--- src/rtl/pa_pkg.sv ---
package pa_pkg;
  typedef enum logic [1:0] {
    OP_NOP   = 2'd0,
    OP_LOGIC = 2'd1,
    OP_SHIFT = 2'd2,
    OP_FLAG  = 2'd3
  } pa_op_e;

  typedef enum logic [2:0] {
    NB_SELF = 3'd0,
    NB_N    = 3'd1,
    NB_E    = 3'd2,
    NB_S    = 3'd3,
    NB_W    = 3'd4
  } pa_nsel_e;

  function automatic logic lut3(input logic [7:0] tt, input logic a, input logic n, input logic c);
    return tt[{a, n, c}];
  endfunction
endpackage

--- src/rtl/pa_bit_column.sv ---
module pa_bit_column #(
  parameter int DEPTH = 128,
  localparam int AW = $clog2(DEPTH)
) (
  input  logic          clk_i,
  input  logic          rst_ni,
  input  logic [AW-1:0] rd_a_addr_i,
  input  logic [AW-1:0] rd_b_addr_i,
  input  logic          we_i,
  input  logic [AW-1:0] wr_addr_i,
  input  logic          wr_bit_i,
  output logic          rd_a_o,
  output logic          rd_b_o
);
  logic [DEPTH-1:0] bits_q;

  always_ff @(posedge clk_i or negedge rst_ni) begin
    if (!rst_ni) bits_q <= '0;
    else if (we_i) bits_q[wr_addr_i] <= wr_bit_i;
  end

  assign rd_a_o = bits_q[rd_a_addr_i];
  assign rd_b_o = bits_q[rd_b_addr_i];
endmodule

--- src/rtl/pa_nb_sel.sv ---
module pa_nb_sel
  import pa_pkg::*;
(
  input  logic [2:0] nsel_i,
  input  logic       own_i,
  input  logic       nb_n_i,
  input  logic       nb_e_i,
  input  logic       nb_s_i,
  input  logic       nb_w_i,
  output logic       nb_o
);
  always_comb begin
    case (nsel_i)
      NB_N:    nb_o = nb_n_i;
      NB_E:    nb_o = nb_e_i;
      NB_S:    nb_o = nb_s_i;
      NB_W:    nb_o = nb_w_i;
      default: nb_o = own_i;
    endcase
  end
endmodule

--- src/rtl/pa_pe.sv ---
module pa_pe
  import pa_pkg::*;
#(
  parameter int DEPTH = 128,
  localparam int AW = $clog2(DEPTH)
) (
  input  logic          clk_i,
  input  logic          rst_ni,
  input  logic [1:0]    op_i,
  input  logic [AW-1:0] addr_a_i,
  input  logic [AW-1:0] addr_b_i,
  input  logic [AW-1:0] dst_i,
  input  logic [2:0]    nsel_i,
  input  logic [7:0]    sum_tt_i,
  input  logic [7:0]    carry_tt_i,
  input  logic          nb_n_i,
  input  logic          nb_e_i,
  input  logic          nb_s_i,
  input  logic          nb_w_i,
  output logic          bit_b_o
);
  pa_op_e op;
  logic   rd_a, rd_b, nb, res, we, wr_bit;
  logic   carry_q, flag_q;

  assign op = pa_op_e'(op_i);

  pa_bit_column #(.DEPTH(DEPTH)) col_i (
    .clk_i      (clk_i),
    .rst_ni     (rst_ni),
    .rd_a_addr_i(addr_a_i),
    .rd_b_addr_i(addr_b_i),
    .we_i       (we),
    .wr_addr_i  (dst_i),
    .wr_bit_i   (wr_bit),
    .rd_a_o     (rd_a),
    .rd_b_o     (rd_b)
  );

  pa_nb_sel nbsel_i (
    .nsel_i(nsel_i),
    .own_i (rd_b),
    .nb_n_i(nb_n_i),
    .nb_e_i(nb_e_i),
    .nb_s_i(nb_s_i),
    .nb_w_i(nb_w_i),
    .nb_o  (nb)
  );

  assign res = lut3(sum_tt_i, rd_a, nb, carry_q);

  // shift ignores the flag so image load/unload always reaches every pixel
  assign we     = ((op == OP_LOGIC) && flag_q) || (op == OP_SHIFT);
  assign wr_bit = (op == OP_SHIFT) ? nb_w_i : res;

  always_ff @(posedge clk_i or negedge rst_ni) begin
    if (!rst_ni) begin
      carry_q <= 1'b0;
      flag_q  <= 1'b1;
    end else begin
      if ((op == OP_LOGIC) && flag_q) carry_q <= lut3(carry_tt_i, rd_a, nb, carry_q);
      if (op == OP_FLAG) flag_q <= res;
    end
  end

  assign bit_b_o = rd_b;
endmodule

--- src/rtl/pixel_array.sv ---
module pixel_array #(
  parameter int ROWS  = 4,
  parameter int COLS  = 4,
  parameter int DEPTH = 128,
  localparam int AW = $clog2(DEPTH)
) (
  input  logic            clk_i,
  input  logic            rst_ni,
  input  logic [1:0]      op_i,
  input  logic [AW-1:0]   addr_a_i,
  input  logic [AW-1:0]   addr_b_i,
  input  logic [AW-1:0]   dst_i,
  input  logic [2:0]      nsel_i,
  input  logic [7:0]      sum_tt_i,
  input  logic [7:0]      carry_tt_i,
  input  logic [COLS-1:0] north_i,
  input  logic [COLS-1:0] south_i,
  input  logic [ROWS-1:0] east_i,
  input  logic [ROWS-1:0] west_i,
  output logic [COLS-1:0] north_o,
  output logic [COLS-1:0] south_o,
  output logic [ROWS-1:0] east_o,
  output logic [ROWS-1:0] west_o
);
  logic bb    [ROWS][COLS];
  logic nb_n  [ROWS][COLS];
  logic nb_e  [ROWS][COLS];
  logic nb_s  [ROWS][COLS];
  logic nb_w  [ROWS][COLS];

  for (genvar r = 0; r < ROWS; r++) begin : g_row
    for (genvar c = 0; c < COLS; c++) begin : g_col
      if (r == 0) begin : g_n_edge
        assign nb_n[r][c] = north_i[c];
      end else begin : g_n_mesh
        assign nb_n[r][c] = bb[r-1][c];
      end
      if (r == ROWS - 1) begin : g_s_edge
        assign nb_s[r][c] = south_i[c];
      end else begin : g_s_mesh
        assign nb_s[r][c] = bb[r+1][c];
      end
      if (c == COLS - 1) begin : g_e_edge
        assign nb_e[r][c] = east_i[r];
      end else begin : g_e_mesh
        assign nb_e[r][c] = bb[r][c+1];
      end
      if (c == 0) begin : g_w_edge
        assign nb_w[r][c] = west_i[r];
      end else begin : g_w_mesh
        assign nb_w[r][c] = bb[r][c-1];
      end

      pa_pe #(.DEPTH(DEPTH)) pe_i (
        .clk_i     (clk_i),
        .rst_ni    (rst_ni),
        .op_i      (op_i),
        .addr_a_i  (addr_a_i),
        .addr_b_i  (addr_b_i),
        .dst_i     (dst_i),
        .nsel_i    (nsel_i),
        .sum_tt_i  (sum_tt_i),
        .carry_tt_i(carry_tt_i),
        .nb_n_i    (nb_n[r][c]),
        .nb_e_i    (nb_e[r][c]),
        .nb_s_i    (nb_s[r][c]),
        .nb_w_i    (nb_w[r][c]),
        .bit_b_o   (bb[r][c])
      );
    end
  end

  for (genvar c = 0; c < COLS; c++) begin : g_ns_out
    assign north_o[c] = bb[0][c];
    assign south_o[c] = bb[ROWS-1][c];
  end

  for (genvar r = 0; r < ROWS; r++) begin : g_ew_out
    assign east_o[r] = bb[r][COLS-1];
    assign west_o[r] = bb[r][0];
  end
endmodule

--- config.mk ---
export PLATFORM = sky130hd
export DESIGN_NAME = pixel_array
export DESIGN_NICKNAME = d
export VERILOG_FILES = /design/src/rtl/pa_pkg.sv /design/src/rtl/pa_bit_column.sv /design/src/rtl/pa_nb_sel.sv /design/src/rtl/pa_pe.sv /design/src/rtl/pixel_array.sv
export SDC_FILE = /design/constraint.sdc
export NUM_CORES = 2
export LEC_CHECK = 0
export CAP_MARGIN = 30
export CELL_PAD_IN_SITES_DETAIL_PLACEMENT = 1
export CELL_PAD_IN_SITES_GLOBAL_PLACEMENT = 1
export CORE_MARGIN = 1.5
export CORE_UTILIZATION = 40
export DETAILED_ROUTE_END_ITERATION = 6
export GPL_TIMING_DRIVEN = 0
export PLACE_DENSITY = 0.66
export SYNTH_ARGS = -nofsm -noshare
export SYNTH_HDL_FRONTEND = slang
export SYNTH_HIERARCHICAL = 1
export SYNTH_SLANG_ARGS = --single-unit
--- constraint.sdc ---
create_clock -name clk_i -period 5 [get_ports clk_i]
set_input_delay 1 -clock clk_i [delete_from_list [all_inputs] [get_ports clk_i]]
set_output_delay 1 -clock clk_i [all_outputs]
set_load 0.03 [all_outputs]
Word-level counts from Yosys, hierarchy flattened
Cells that the tools add are included.

Register bits after elaboration: 2080. Bits of input ports: 60.

Order comparisons: 20. Equality and inequality tests: 7. Multiplexer cells: 178. Reductions and logical operators: 33.

Operators with widths (count): $bwmux 128 (16); $bmux 1 s7 (32); $bmux 1 s3 (32); $mux 1 (81); $lt 3x4->1 const B (16); $pmux 1 s4 (16); $lt 7x8->1 const B (3); $logic_and 1x1->1 (17); $logic_or 1x1->1 (16); $demux 1 s7 (1); $ge 7x1->1 const B (1); $eq 3x2->1 const B (2); $eq 2x2->1 const B (2); $eq 3x1->1 const B (1); $eq 3x3->1 const B (1); $eq 2x1->1 const B (1).

Depth between registers and ports, before layout
Depth after elaboration: 7. Gate-level depth with buffers: 15. Depth with buffers taken out: 10.

Hierarchy
Netlist, hierarchy kept.

By module, submodules not included: pa_bit_column (instances 16, cells an instance 639, area each 7717.4 um^2); pa_pe (instances 16, cells an instance 21, area each 232.7 um^2); pa_nb_sel (instances 16, cells an instance 4, area each 48.8 um^2); pixel_array (instances 1, cells an instance 16, area each 120.1 um^2).

Worst setup path after synthesis
No wires, ideal clock.

Path type: input port to flip-flop. From: input addr_b_i[1]. To: register g_row[2].g_col[0].pe_i.col_i.bits_q[100]. Setup time: 0.065 ns. Data arrival time: 4.670 ns. Required time: 4.935 ns. Setup slack: 0.265 ns. Cell stages on the path: 12. Path buffers: 3. Cell sequence: buf_2 -> mux4_2 -> mux4_2 -> a32oi_1 -> nand4_1 -> mux4_2 -> mux2_2 -> mux4_2 -> o21ai_1 -> clkbuf_1 -> clkbuf_1 -> mux2_2.

RTL lines: from (decl) (RTL line pixel_array.sv:11) `input logic [AW-1:0] addr_b_i,`; to (signal, indexed assignment) (RTL line pa_bit_column.sv:19) `else if (we_i) bits_q[wr_addr_i] <= wr_bit_i;`; to (decl) (RTL line pa_bit_column.sv:15) `logic [DEPTH-1:0] bits_q;`.

==> run_results.csv <==
group,metric,value,unit
grt,antenna_found_initial,27,
yosys,muxShareOfSynthArea,41.05,%
place,port_buffers,66,
timing,fmax,194.2,MHz
critical_path,cp_max_fo,17,
drt,ant_nets,0,
critical_path,reg2reg_slack,0.26,ns
power_and_ir_drop,p_leak,0.06269,uW
yosys,synth-main-ff-cell,"dfrtp_1",
yosys,synth_top_cell_area_share,40.32,%
yosys,synthSimpleGateAreaFrac,13.69,%
grt,gr-max-usage-layer,"met2",
yosys,async_flop_share,100.0,%
timing,tightest_slew,1.181,ns
yosys,syn-cell-area,128100,um2
outcome,violations,"negative setup slack",
outcome,status,"finished, violations left",
timing,max_slew_margin,21.26,%
final_layout,drive_gt1_share,37.10,%
power_and_ir_drop,max-vdd-ir-drop,0.2893,mV
yosys,synth_area_leaders,"dfrtp_1 40%, mux2_2 18%, mux4_2 18%",
die,num_rows,207,
place,place_ws,-3.369,ns
yosys,synthesis.nets,10700,
die,fp.dieW,568.9,um
power_and_ir_drop,p_per_area,343.9,nW/um2
drt,routed-via-count,95720,
yosys,synth.most_common_cell,"dfrtp_1",
final_layout,nNetsFinal,11130,
yosys,synthXorXnorAreaFrac,0,%
cts,clock-root-buffer,"clkbuf_16",
grt,grt_max_degree,180,
timing,period_needed,5.150,ns
final_layout,area_delta_synth_final,13.22,%
timing,finalHoldViolCount,0,
hold_path,min_from,"op_i[1]",
timing,fin_worst_skew,0.05588,ns
yosys,synth_common_cells,"2,064 x dfrtp_1, 2,016 x mux2_2, 1,696 x nand2_1",
drt,dr.pass1.iters,6,
cts,clk_pin_slew,0.06,ns
grt,track_usage,27.83,%
die,die_y,568.9,um
final_layout,fillerInstances,33090,
die,initial_core_util,40.24,%
die,core_area,318300,um2
cts,clockBufferDepth,4,
yosys,yosys.area.top_type,"dfrtp_1",
critical_path,reg2reg_from,"g_row[1].g_col[3].pe_i/col_i/bits_q[23]",
cts,cts_made_buffers,244,
grt,use_met2,45.89,%
yosys,syn_avg_cell_area,12.04,um2
place,dpl.hpwl,298800,um
timing,slew_violations,0,
final_layout,stdcell_count,15500,
yosys,synth_edf_count,0,
critical_path,cp.required,4.00,ns
drt,wirelength,454200,um
critical_path,end_kind,"output port",
drt,drc_errors,0,
timing,rsz0062_at_grt,"true",
place,dpl.cell_count,14950,
grt,overflow,0,
grt,met1_usage,36.91,%
grt,grt_pass1_vias,102800,
timing,setup_ws,-0.1496,ns
cts,cts.sinks,2080,
hold_path,hold_path_class,"in2reg",
timing,hold_ws,0.4115,ns
yosys,yosysSeqAreaShare,40.65,%
drt,wl_per_cell,29.31,um
yosys,yosys_warnings,6,
yosys,synth_fa_ha_area_share,0,%
yosys,synth_top_family_by_area,"multiplexers",
cts,cts_tree,"yes",
die,dieArea,323700,um2
yosys,netlist_instances,10640,
cts,htreeDepth,4,
drt,vias_per_cell,6.176,
yosys,ys_seq_elements,2080,
die,io_pins,76,
critical_path,startpoint,"addr_b_i[0]",
grt,grt_pass1_wl,684200,um
drt,drt_iter0_markers,8518,
place,place.gp.congestion,0.8629,
critical_path,critPathKind,"in2out",
cts,clk_latency,0.95,ns
timing,setup_violations,1,
critical_path,cp.arrival,4.15,ns
yosys,synth_compound_area_share,1.406,%
critical_path,startpoint_type,"input port",
yosys,synth_cell_type_count,42,
grt,grt_use_met3,4.086,%
timing,post-route-period-util,103.0,%
run,max_cap_violations,0,
==> flip-flops by register name, summed over array words and instances, names as in the netlist <==
| signal | cells |
|---|---|
| g_row.g_col.pe_i/carry_q | 16 |
| g_row.g_col.pe_i/col_i/bits_q | 2048 |
| g_row.g_col.pe_i/flag_q | 16 |
==> critical path, cell delays in order <==
cell and delay (ns):
buf_4 0.27, buf_4 0.34, mux4_2 0.55, nor4_1 0.44, nor4_1 0.10, nand4b_1 0.11, nand4_1 0.11, buf_4 0.21
buf_4 0.17, buf_4 0.13, clkdlybuf4s50_1 0.58
==> metrics by stage <==
| step | total power [uW] | util, % | cell area (um2) | TNS (ns) |
|---|---|---|---|---|
| floorplan | 26730 | - | 128100 | 0 |
| global route | 51850 | 45.55 | 145000 | -0.2212 |
| global placement | 30210 | 42.10 | 134000 | - |
| detailed placement | 30880 | 42.53 | 135400 | -5328.17 |
| CTS | 50130 | 45.44 | 144600 | 0 |
| finish | 49870 | 45.56 | 145000 | -0.1496 |
==> power by group <==
| part | internal, uW | switching, uW |
|---|---|---|
| Clock | 11200 | 7700 |
| Combinational | 4770 | 6130 |
| Sequential | 18700 | 1390 |
| Total | 34700 | 15200 |
==> final timing paths <==
kind	endpoint	cells after the start
setup / recovery	north_o[2]	11
hold / removal	g_row[0].g_col[3].pe_i/flag_q	3
setup reg to reg	g_row[2].g_col[3].pe_i/col_i/bits_q[41]	12
hold reg to reg	g_row[3].g_col[2].pe_i/flag_q	2
max in group asynchronous	g_row[3].g_col[2].pe_i/col_i/bits_q[12]	6
min in group asynchronous	g_row[0].g_col[1].pe_i/col_i/bits_q[11]	2
==> cell families after synthesis <==
kind of cell	after synthesis
AO/OA/AOI/OAI	256
multiplexers	3552
AND/OR/NAND/NOR	3856
buffers and inverters	896
flip-flops	2080
==> timing repair <==
item,CTS,global route
setup endpoints to repair,2088,1286
gates cloned,4,1
setup buffers,32,9
hold buffers,1,0
endpoints found under the hold margin,72,0
pin swaps,15,3
gates resized for setup,261,199
==> final cells by class <==
cell class,instances,area (um2),area share [%]
Multi-Input combinational cell,7664,72000,49.64
Sequential cell,2080,52070,35.90
Clock buffer,353,7148,4.928
Tap cell,4180,5230,3.606
Buffer,863,4521,3.117
Timing Repair Buffer,187,2620,1.806
Clock inverter,92,1210,0.8342
Inverter,32,120.1,0.08282
Antenna cell,47,117.6,0.08109
==> cell usage in the layout, fill, tap and decap left out, types with 43 or more instances in the layout <==
cell type and count:
and3b_1 48, buf_16 46, buf_2 169, buf_4 152, clkbuf_1 383, clkbuf_16 247, clkbuf_2 189, clkbuf_8 66
clkinv_2 43, dfrtp_1 2064, diode_2 47, mux2_1 64, mux2_2 2016, mux2i_1 351, mux4_1 112, mux4_2 1008
nand2_1 1696, nand2b_1 144, nand3_1 224, nand3b_1 80, nand4_1 48, nand4b_1 64, nor2_1 1024, nor2b_1 176
nor3_1 80, nor4_1 112
==> layer usage <==
layer / vias up / share of wire [%]
li1: 40090 / -
met1: 51250 / 41
met2: 3433 / 48
met3: 949 / 6.1
met4: 4 / 4.2
met5: - / 0.0075
Note: power is estimated with default switching activity, not from simulation.
